### src/rtl/lru_pkg.sv
package lru_pkg;

    // Update chosen for one slot on a clock edge
    typedef enum logic [1:0] {
        ACT_HOLD    = 2'd0,
        ACT_PROMOTE = 2'd1,
        ACT_DEMOTE  = 2'd2
    } age_act_e;

    function automatic int idx_width(input int n);
        return (n > 1) ? $clog2(n) : 1;
    endfunction

endpackage

### src/rtl/lru_age_cell.sv
module lru_age_cell
    import lru_pkg::*;
#(
    parameter int NUM_SLOTS = 7,
    parameter int SLOT_ID   = 0,
    localparam int IDX_W    = idx_width(NUM_SLOTS)
) (
    input  logic             clk,
    input  logic             rst_n,
    input  logic             touch_ok,
    input  logic [IDX_W-1:0] touch_slot,
    input  logic [IDX_W-1:0] touched_age,
    output logic [IDX_W-1:0] age
);

    localparam logic [IDX_W-1:0] AGE_TOP   = IDX_W'(NUM_SLOTS - 1);
    localparam logic [IDX_W-1:0] AGE_RESET = IDX_W'(SLOT_ID);
    localparam logic [IDX_W-1:0] MY_ID     = IDX_W'(SLOT_ID);

    age_act_e act;

    always_comb begin
        act = ACT_HOLD;
        if (touch_ok) begin
            if (touch_slot == MY_ID) begin
                act = ACT_PROMOTE;
            end else if (age > touched_age) begin
                act = ACT_DEMOTE;
            end
        end
    end

    always_ff @(posedge clk) begin
        if (!rst_n) begin
            age <= AGE_RESET;
        end else begin
            unique case (act)
                ACT_PROMOTE: age <= AGE_TOP;
                ACT_DEMOTE:  age <= age - 1'b1;
                default:     age <= age;
            endcase
        end
    end

endmodule

### src/rtl/lru_victim_sel.sv
module lru_victim_sel
    import lru_pkg::*;
#(
    parameter int NUM_SLOTS = 7,
    localparam int IDX_W    = idx_width(NUM_SLOTS)
) (
    input  logic [NUM_SLOTS*IDX_W-1:0] ages_flat,
    output logic [IDX_W-1:0]           victim_slot
);

    // Exactly one slot is at age 0, so OR-merging the matching indices is exact
    always_comb begin
        victim_slot = '0;
        for (int i = 0; i < NUM_SLOTS; i++) begin
            if (ages_flat[i*IDX_W +: IDX_W] == '0) begin
                victim_slot = victim_slot | IDX_W'(i);
            end
        end
    end

endmodule

### src/rtl/lru_age_tracker.sv
module lru_age_tracker
    import lru_pkg::*;
#(
    parameter int NUM_SLOTS = 7,
    localparam int IDX_W    = idx_width(NUM_SLOTS),
    localparam int FLAT_W   = NUM_SLOTS * IDX_W
) (
    input  logic              clk,
    input  logic              rst_n,
    input  logic              touch_valid,
    input  logic [IDX_W-1:0]  touch_slot,
    output logic [IDX_W-1:0]  victim_slot,
    output logic [FLAT_W-1:0] ages_flat
);

    logic             touch_ok;
    logic [IDX_W-1:0] touched_age;

    assign touch_ok = touch_valid && (int'(touch_slot) < NUM_SLOTS);

    // Read the touched slot's age before the edge
    always_comb begin
        touched_age = '0;
        for (int i = 0; i < NUM_SLOTS; i++) begin
            if (int'(touch_slot) == i) begin
                touched_age = ages_flat[i*IDX_W +: IDX_W];
            end
        end
    end

    for (genvar g = 0; g < NUM_SLOTS; g++) begin : g_cell
        lru_age_cell #(
            .NUM_SLOTS (NUM_SLOTS),
            .SLOT_ID   (g)
        ) cell_i (
            .clk         (clk),
            .rst_n       (rst_n),
            .touch_ok    (touch_ok),
            .touch_slot  (touch_slot),
            .touched_age (touched_age),
            .age         (ages_flat[g*IDX_W +: IDX_W])
        );
    end

    lru_victim_sel #(
        .NUM_SLOTS (NUM_SLOTS)
    ) vsel_i (
        .ages_flat   (ages_flat),
        .victim_slot (victim_slot)
    );

endmodule

### config.mk
export PLATFORM = sky130hd
export DESIGN_NAME = lru_age_tracker
export DESIGN_NICKNAME = d
export VERILOG_FILES = /design/src/rtl/lru_pkg.sv /design/src/rtl/lru_age_cell.sv /design/src/rtl/lru_victim_sel.sv /design/src/rtl/lru_age_tracker.sv
export SDC_FILE = /design/constraint.sdc
export NUM_CORES = 1
export LEC_CHECK = 0
export BUFFER_PORTS_ARGS = -buffer_cell sky130_fd_sc_hd__clkbuf_2
export CORE_MARGIN = 2
export CORE_UTILIZATION = 62
export CTS_CLUSTER_SIZE = 20
export DETAILED_ROUTE_END_ITERATION = 8
export PLACE_DENSITY_LB_ADDON = 0.12
export SLEW_MARGIN = 20
export SYNTH_ARGS = -nofsm -noshare
export SYNTH_HDL_FRONTEND = slang
export SYNTH_HIERARCHICAL = 1
export SYNTH_SLANG_ARGS = --single-unit
### constraint.sdc
create_clock -name clk -period 6.1 [get_ports clk]
set_input_delay 1.22 -clock clk [delete_from_list [all_inputs] [get_ports clk]]
set_output_delay 1.22 -clock clk [all_outputs]
set_load 0.05 [all_outputs]
==> results of run 1 <==
[synth_stat cells (3+ instances only)]
| cell | count | area [µm²] |
|---|---|---|
| o211ai_1 | 5 | 37.5 |
| nor3b_1 | 6 | 45.0 |
| nand2b_1 | 5 | 31.3 |
| mux2i_1 | 11 | 110 |
| o311ai_1 | 3 | 26.3 |
| a22o_1 | 3 | 26.3 |
| a31oi_1 | 11 | 68.8 |
| nor2b_1 | 8 | 50.1 |
| a21oi_1 | 15 | 75.1 |
| inv_1 | 40 | 150 |
| or3_1 | 3 | 18.8 |
| nand2_1 | 19 | 71.3 |
| o211a_1 | 6 | 60.1 |
| o21ai_0 | 8 | 40.0 |
| dfxtp_1 | 21 | 420 |
| ha_1 | 35 | 438 |
| o21a_1 | 4 | 30.0 |
| nand3_1 | 4 | 20.0 |
| nand4b_1 | 5 | 43.8 |
| nor2b_4 | 4 | 55.1 |
[worst paths after layout]
path | depth (start not counted) | to | startpoint
setup / recovery | 11 | g_cell[1].cell_i/age[2]$_SDFFE_PN0P_ | touch_slot[1]
hold / removal | 2 | g_cell[3].cell_i/age[0]$_SDFFE_PN1P_ | g_cell[3].cell_i/age[0]$_SDFFE_PN1P_
setup reg to reg | 10 | g_cell[1].cell_i/age[2]$_SDFFE_PN0P_ | g_cell[2].cell_i/age[0]$_SDFFE_PN0P_
hold reg to reg | 2 | g_cell[3].cell_i/age[0]$_SDFFE_PN1P_ | g_cell[3].cell_i/age[0]$_SDFFE_PN1P_
[cells by family after synthesis]
kind of cell	synth area share (%)
flops	21.3
simple gates	21.6
compound gates	21.0
mux	5.58
fa+ha+maj	22.2
buf+inv	8.36
[power by group]
group | switching [W] | internal (W) | total [W]
clock network | 0.0000416 | 0.0000255 | 0.0000671
registers | 0.0000255 | 0.000153 | 0.000179
logic | 0.000169 | 0.000107 | 0.000276
[worst reg2reg max path, delay by kind of cell (launching register included)]
| family | cells | cell delay (ps) |
|---|---|---|
| AOI/OAI and AO/OA | 5 | 1610 |
| adders and majority gates | 2 | 640 |
| DFF | 1 | 460 |
| and+or+nand+nor | 2 | 220 |
| muxes | 1 | 120 |
[final cells by class]
cell class | count | area [µm²]
multi-input combinational | 173 | 1400
fill | 267 | 857
sequential | 21 | 420
inverter | 41 | 154
timing repair buffer | 29 | 145
tap | 44 | 55.1
clock buffer | 4 | 26.3
[cell usage in the layout (no fill, tap or decap), drive strengths merged]
cell	instances
or3	3
and4	3
nand3	4
a21oi	15
o221a	2
and2b	1
o211a	6
nand2	19
a31oi	11
nand4b	5
nand2b	5
nor3b	7
nor3	1
ha	35
dfxtp	21
o311ai	3
nand3b	1
clkbuf	33
or2	3
inv	41
nor2b	12
nor2	2
mux2i	11
a32oi	1
o21a	4
a22o	3
o211ai	5
o21ai	11
[stage by stage]
step           setup WS (ps)  utilization, %  hold slack [ps]  power (W)
6_report                2030            71.9              584   0.000522
5_1_grt                 1920            71.9              620   0.000565
4_1_cts                 2090            71.9              587   0.000527
3_5_place_dp            1760            71.1              569   0.000457
3_3_place_gp            1840            70.9              570   0.000450
2_1_floorplan           2390               -              735   0.000395
[metal layers]
metal,GRT usage (%),routed length (µm),vias up
li1,-,-,919
met1,34.4,2010,829
met2,40.8,1910,39
met4,7.45,30,0
met5,0,0,-
met3,2.77,159,4
==> flow_summary.ini, run 1 <==
[synth]
synthFlopType = dfxtp_1
yosysUniqueCellTypes = 36
synth_warnings = 6
ys_async_sr_fraction_pct = 0
synth_cells = 236
yosysSeqAreaShare_pct = 21.3
synth_nets = 277
synth.avg_cell_area_um2 = 8.37
synth_edf_count = 0
synth-seq-cells = 21
synthesis.area_um2 = 1970

[cells_and_area]
reg_top3 = g_cell.cell_i/age x21
drive_gt1_share_pct = 16.8
final_area_um2 = 2200
finalNetCount = 310
largest_reg_flops = 21
fin_cells = 312
n_antenna_cell = 0
syn2layout_area_growth_pct = 11.2
largest_register = g_cell.cell_i/age

[global_route]
grt_pass1_wl_um = 7090
antenna_found_initial = 0
overflow = 0
grt_max_degree = 22
grt.total_usage_pct = 24.8
grt_pass1_vias = 1606

[power_and_ir_drop]
peakVddDrop_v = 0.000139
leakagePower_nw = 1.15
powerDensity_nw_per_um2 = 238

[floorplan]
rows = 20
die_h_um = 60.4
pin_count = 30
start_util_pct = 64.7
die_area_um2 = 3650
coreArea_um2 = 3050
die_w_um = 60.4

[cts]
cts_tree = done
cts-hold-fix-buffers = 0
cts_buffers = 3
clk_path_buf_depth = 2
cts_num_sinks = 21
clock-root-buffer = clkbuf_4
cts_resized = 0
clk_latency_ps = 300
cts_setup_buffers = 0
htree_levels = 1
clkTransAtPathRegs_ps = 110

[critical_path]
cp_common_cell = ha_1
crit_type = primary input to flip-flop
slowest_stage = a31oi_1
cp_data_arrival_time_ps = 4270
ff2ff_setup_slack_ps = 2940
crit_family = compound AO/OA/AOI/OAI gates
crit_buf_inv = 1
required_ps = 6300
crit_path_max_incr_delay_ps = 750
crit_path_cell_trace = clkbuf_2 > mux2i_1 > a22o_1 > a31oi_1 > ha_1 > nor2b_4 > o21a_1 > o211a_1 > ha_1 > nand2b_1 > o221a_2
worstSetupStartpointType = primary input
cp_max_fo = 21
end_kind = flip-flop

[sta]
tns_ps = 0
rsz0062_at_grt = false
finalCriticalPeriod_ps = 4070
timing.final.crit_share_pct = 66.7
worstMarginPinSlew_ps = 1030
clock_skew_ps = 1.64
timing.fmax_mhz = 246
hold_viol_final = 0
maxSlewViolCount = 0
slew_headroom_pct = 31.3
setup_viol = 0

[place]
globalplace.congestion = 0.824
placed_area_um2 = 2170
hpwlAfterDp_um = 3240
numPortBuffers = 29
dp_cells = 308

[job]
maxCapViolations = 0

[detailed_routing]
vias = 1791
firstDrtPassIters = 4
drc_errors = 0
drt-total-wl_um = 4110
drt-initial-drc-count = 76
wire_per_inst_um = 13.2
viasPerCell = 5.74
drtAntennaViolNets = 0

[hold_path]
hold_path_class = flip-flop to flip-flop

[run_status]
outcome = finished clean
No activity file was read; power rests on OpenSTA's default activity.
==> run 2: changes to the inputs <==
--- a/config.mk
+++ b/config.mk
@@ -5,9 +5,10 @@
 export SDC_FILE = /design/constraint.sdc
 export NUM_CORES = 1
 export LEC_CHECK = 0
+export ABC_AREA = 1
 export BUFFER_PORTS_ARGS = -buffer_cell sky130_fd_sc_hd__clkbuf_2
 export CORE_MARGIN = 2
-export CORE_UTILIZATION = 62
+export CORE_UTILIZATION = 52
 export CTS_CLUSTER_SIZE = 20
 export DETAILED_ROUTE_END_ITERATION = 8
 export PLACE_DENSITY_LB_ADDON = 0.12
==> constraint.sdc (replaced) <==
create_clock -name clk -period 3.7 [get_ports clk]
set_input_delay 0.74 -clock clk [delete_from_list [all_inputs] [get_ports clk]]
set_output_delay 0.74 -clock clk [all_outputs]
set_load 0.05 [all_outputs]
==> flow_summary.ini, run 2 <==
[cells_and_area]
final_util_pct = 59.4
final_common_cell = nand2_1
drive_gt1_share_pct = 14.7
multi_input_area_um2 = 1410
n_antenna_cell = 0
syn2layout_area_growth_pct = 10.2
finalNetCount = 409
reg_top3 = g_cell.cell_i/age x21
final_cell_mix = nand2_1, inv_1, nor2_1
fin_cells = 417
seqCellArea_um2 = 420
largest_register = g_cell.cell_i/age
largest_reg_flops = 21
fillerInstances = 411

[place]
place_ws_ps = 360
globalplace.congestion = 0.941
dp_cells = 413
numPortBuffers = 29
hpwlAfterDp_um = 3720

[run_status]
outcome = finished clean

[synth]
synth_largest_area_cell = ha_1
synth_warnings = 6
synth_top_area_share_pct = 20.5
synth_nets = 378
synth_cells = 337
yosysSeqAreaShare_pct = 19.6
synth-seq-cells = 21
synth_common_cells = nand2_1, inv_1, nor2_1, nand3_1, ha_1
synth.avg_cell_area_um2 = 6.35
synthFlopType = dfxtp_1
yosysUniqueCellTypes = 26
synthMostInstantiatedCell = nand2_1
synthesis.area_um2 = 2140
synth_edf_count = 0
ys_async_sr_fraction_pct = 0
synth_area_leaders = ha_1, dfxtp_1, nand2_1

[sta]
timing.final.crit_share_pct = 83.9
finalCriticalPeriod_ps = 3100
maxSlewViolCount = 0
hold_viol_final = 0
slew_headroom_pct = 66.5
rsz0062_at_grt = false
worstMarginPinSlew_ps = 501
setup_viol = 0
tns_ps = 0
fin_hold_ws_ps = 529
fin_ws_ps = 595
timing.fmax_mhz = 322
clock_skew_ps = 9.05

[floorplan]
rows = 23
coreArea_um2 = 3970
die_h_um = 68.2
die_area_um2 = 4650
die_w_um = 68.2
start_util_pct = 53.9
pin_count = 30

[cts]
cts_buffers = 3
clock-root-buffer = clkbuf_8
clk_latency_ps = 270
cts_num_sinks = 21
clk_path_buf_depth = 2
clkTransAtPathRegs_ps = 90
cts_tree = done
cts_resized = 0
htree_levels = 1
cts_setup_buffers = 0
cts-hold-fix-buffers = 0

[critical_path]
crit_path_cell_trace = clkbuf_2 > inv_2 > nand3_1 > nor2_1 > nor2_1 > nand4_1 > ha_1 > nand3_1 > nand3_1 > nor2_1 > ha_1 > or2_1 > a21oi_2
crit_path_max_incr_delay_ps = 460
crit_type = primary input to flip-flop
worstSetupStartpointType = primary input
cp-startpoint = touch_slot[2]
required_ps = 3900
critical_path.reg2reg.startpoint = g_cell[2].cell_i/age[0]$_SDFFE_PN0P_
cp_data_arrival_time_ps = 3310
cp_max_fo = 14
end_kind = flip-flop
slowest_stage = ha_1

[job]
maxCapViolations = 0

[global_route]
grt_max_degree = 19
gr-max-usage-layer = met2
grt_pass1_vias = 1870
grt_use_met1_pct = 30.8
use_met3_pct = 2.47
grtUsageMet2_pct = 38.3
overflow = 0
grt_pass1_wl_um = 8110
grt.total_usage_pct = 22.9
antenna_found_initial = 0

[hold_path]
min_from = g_cell[6].cell_i/age[2]$_SDFFE_PN1P_
hold_path_class = flip-flop to flip-flop

[power_and_ir_drop]
internal_power_w = 0.000767
switching_share_pct = 57.0
p_comb_share_pct = 67.7
p_sw_w = 0.00102
leakagePower_nw = 1.30
peakVddDrop_v = 0.000354
powerDensity_nw_per_um2 = 756
p_clk_share_pct = 9.1
power_frac_seq_pct = 23.3

[detailed_routing]
firstDrtPassIters = 4
drc_errors = 0
wire_per_inst_um = 11.6
drt-initial-drc-count = 95
drt-total-wl_um = 4860
vias = 2113
viasPerCell = 5.07
drtAntennaViolNets = 0
-- run 2: changes by cell type in the layout (fill, tap and decap cells not counted), sizes merged, moves of 12 or more --
cell,before,now
nor2,2,50
nor2b,12,0
nand3,4,39
nand2,19,71
inv,41,72
-- run 2: kinds of logic (layout without fill, tap and decap cells) --
family,Yosys count,count (layout),share of synthesized area [%]
AND/OR/NAND/NOR,183,183,38.3
flip-flops,21,21,19.6
adder cells (fa/ha/maj),35,35,20.5
buffers and inverters,75,105,14.4
AO/OA/AOI/OAI,23,23,7.13
-- run 2: metal layers --
layer | share of wire [%] | up-vias | wire length, µm
li1 | - | 1140 | -
met1 | 50 | 920 | 2410
met2 | 45 | 49 | 2160
met3 | 4.9 | 4 | 236
met4 | 1.1 | 0 | 51
met5 | 0 | - | 0
-- run 2: area by class of cell --
class / instances / area share [%]
sequential: 21 / 17.8
inverter: 72 / 11.7
clock buffer: 4 / 1.91
multi-input combinational: 241 / 59.8
timing repair buffer: 29 / 6.15
tap: 50 / 2.65
-- run 2: per-stage QoR --
stage / instance area (µm²) / power, W
2_1_floorplan: 2140 / 0.00137
3_3_place_gp: 2310 / 0.00161
3_5_place_dp: 2310 / 0.00163
4_1_cts: 2360 / 0.00180
5_1_grt: 2360 / 0.00198
6_report: 2360 / 0.00178
-- run 2: final timing paths --
kind                                                to  slack, ps  cells after the start
setup / recovery  g_cell[2].cell_i/age[2]$_SDFFE_PN0P_        600                     13
hold / removal    g_cell[6].cell_i/age[2]$_SDFFE_PN1P_        530                      2
setup reg to reg  g_cell[2].cell_i/age[2]$_SDFFE_PN0P_       1180                     11
hold reg to reg   g_cell[6].cell_i/age[2]$_SDFFE_PN1P_        530                      2
-- run 2: critical path: cells and delay by family --
family / cells / cell delay, ps
buf+inv: 2 / 420
fa+ha+maj: 2 / 720
compound gates: 1 / 120
simple gates: 8 / 1290
-- run 2: power by group through the flow --
stage,Combinational (W),Sequential [W],Clock [W]
after global routing,0.00138,0.000429,0.000175
after CTS,0.00121,0.000415,0.000168
after global placement,0.00118,0.000421,0
after detailed placement,0.00121,0.000420,0
after floorplan,0.000730,0.000643,0
final,0.00121,0.000415,0.000162
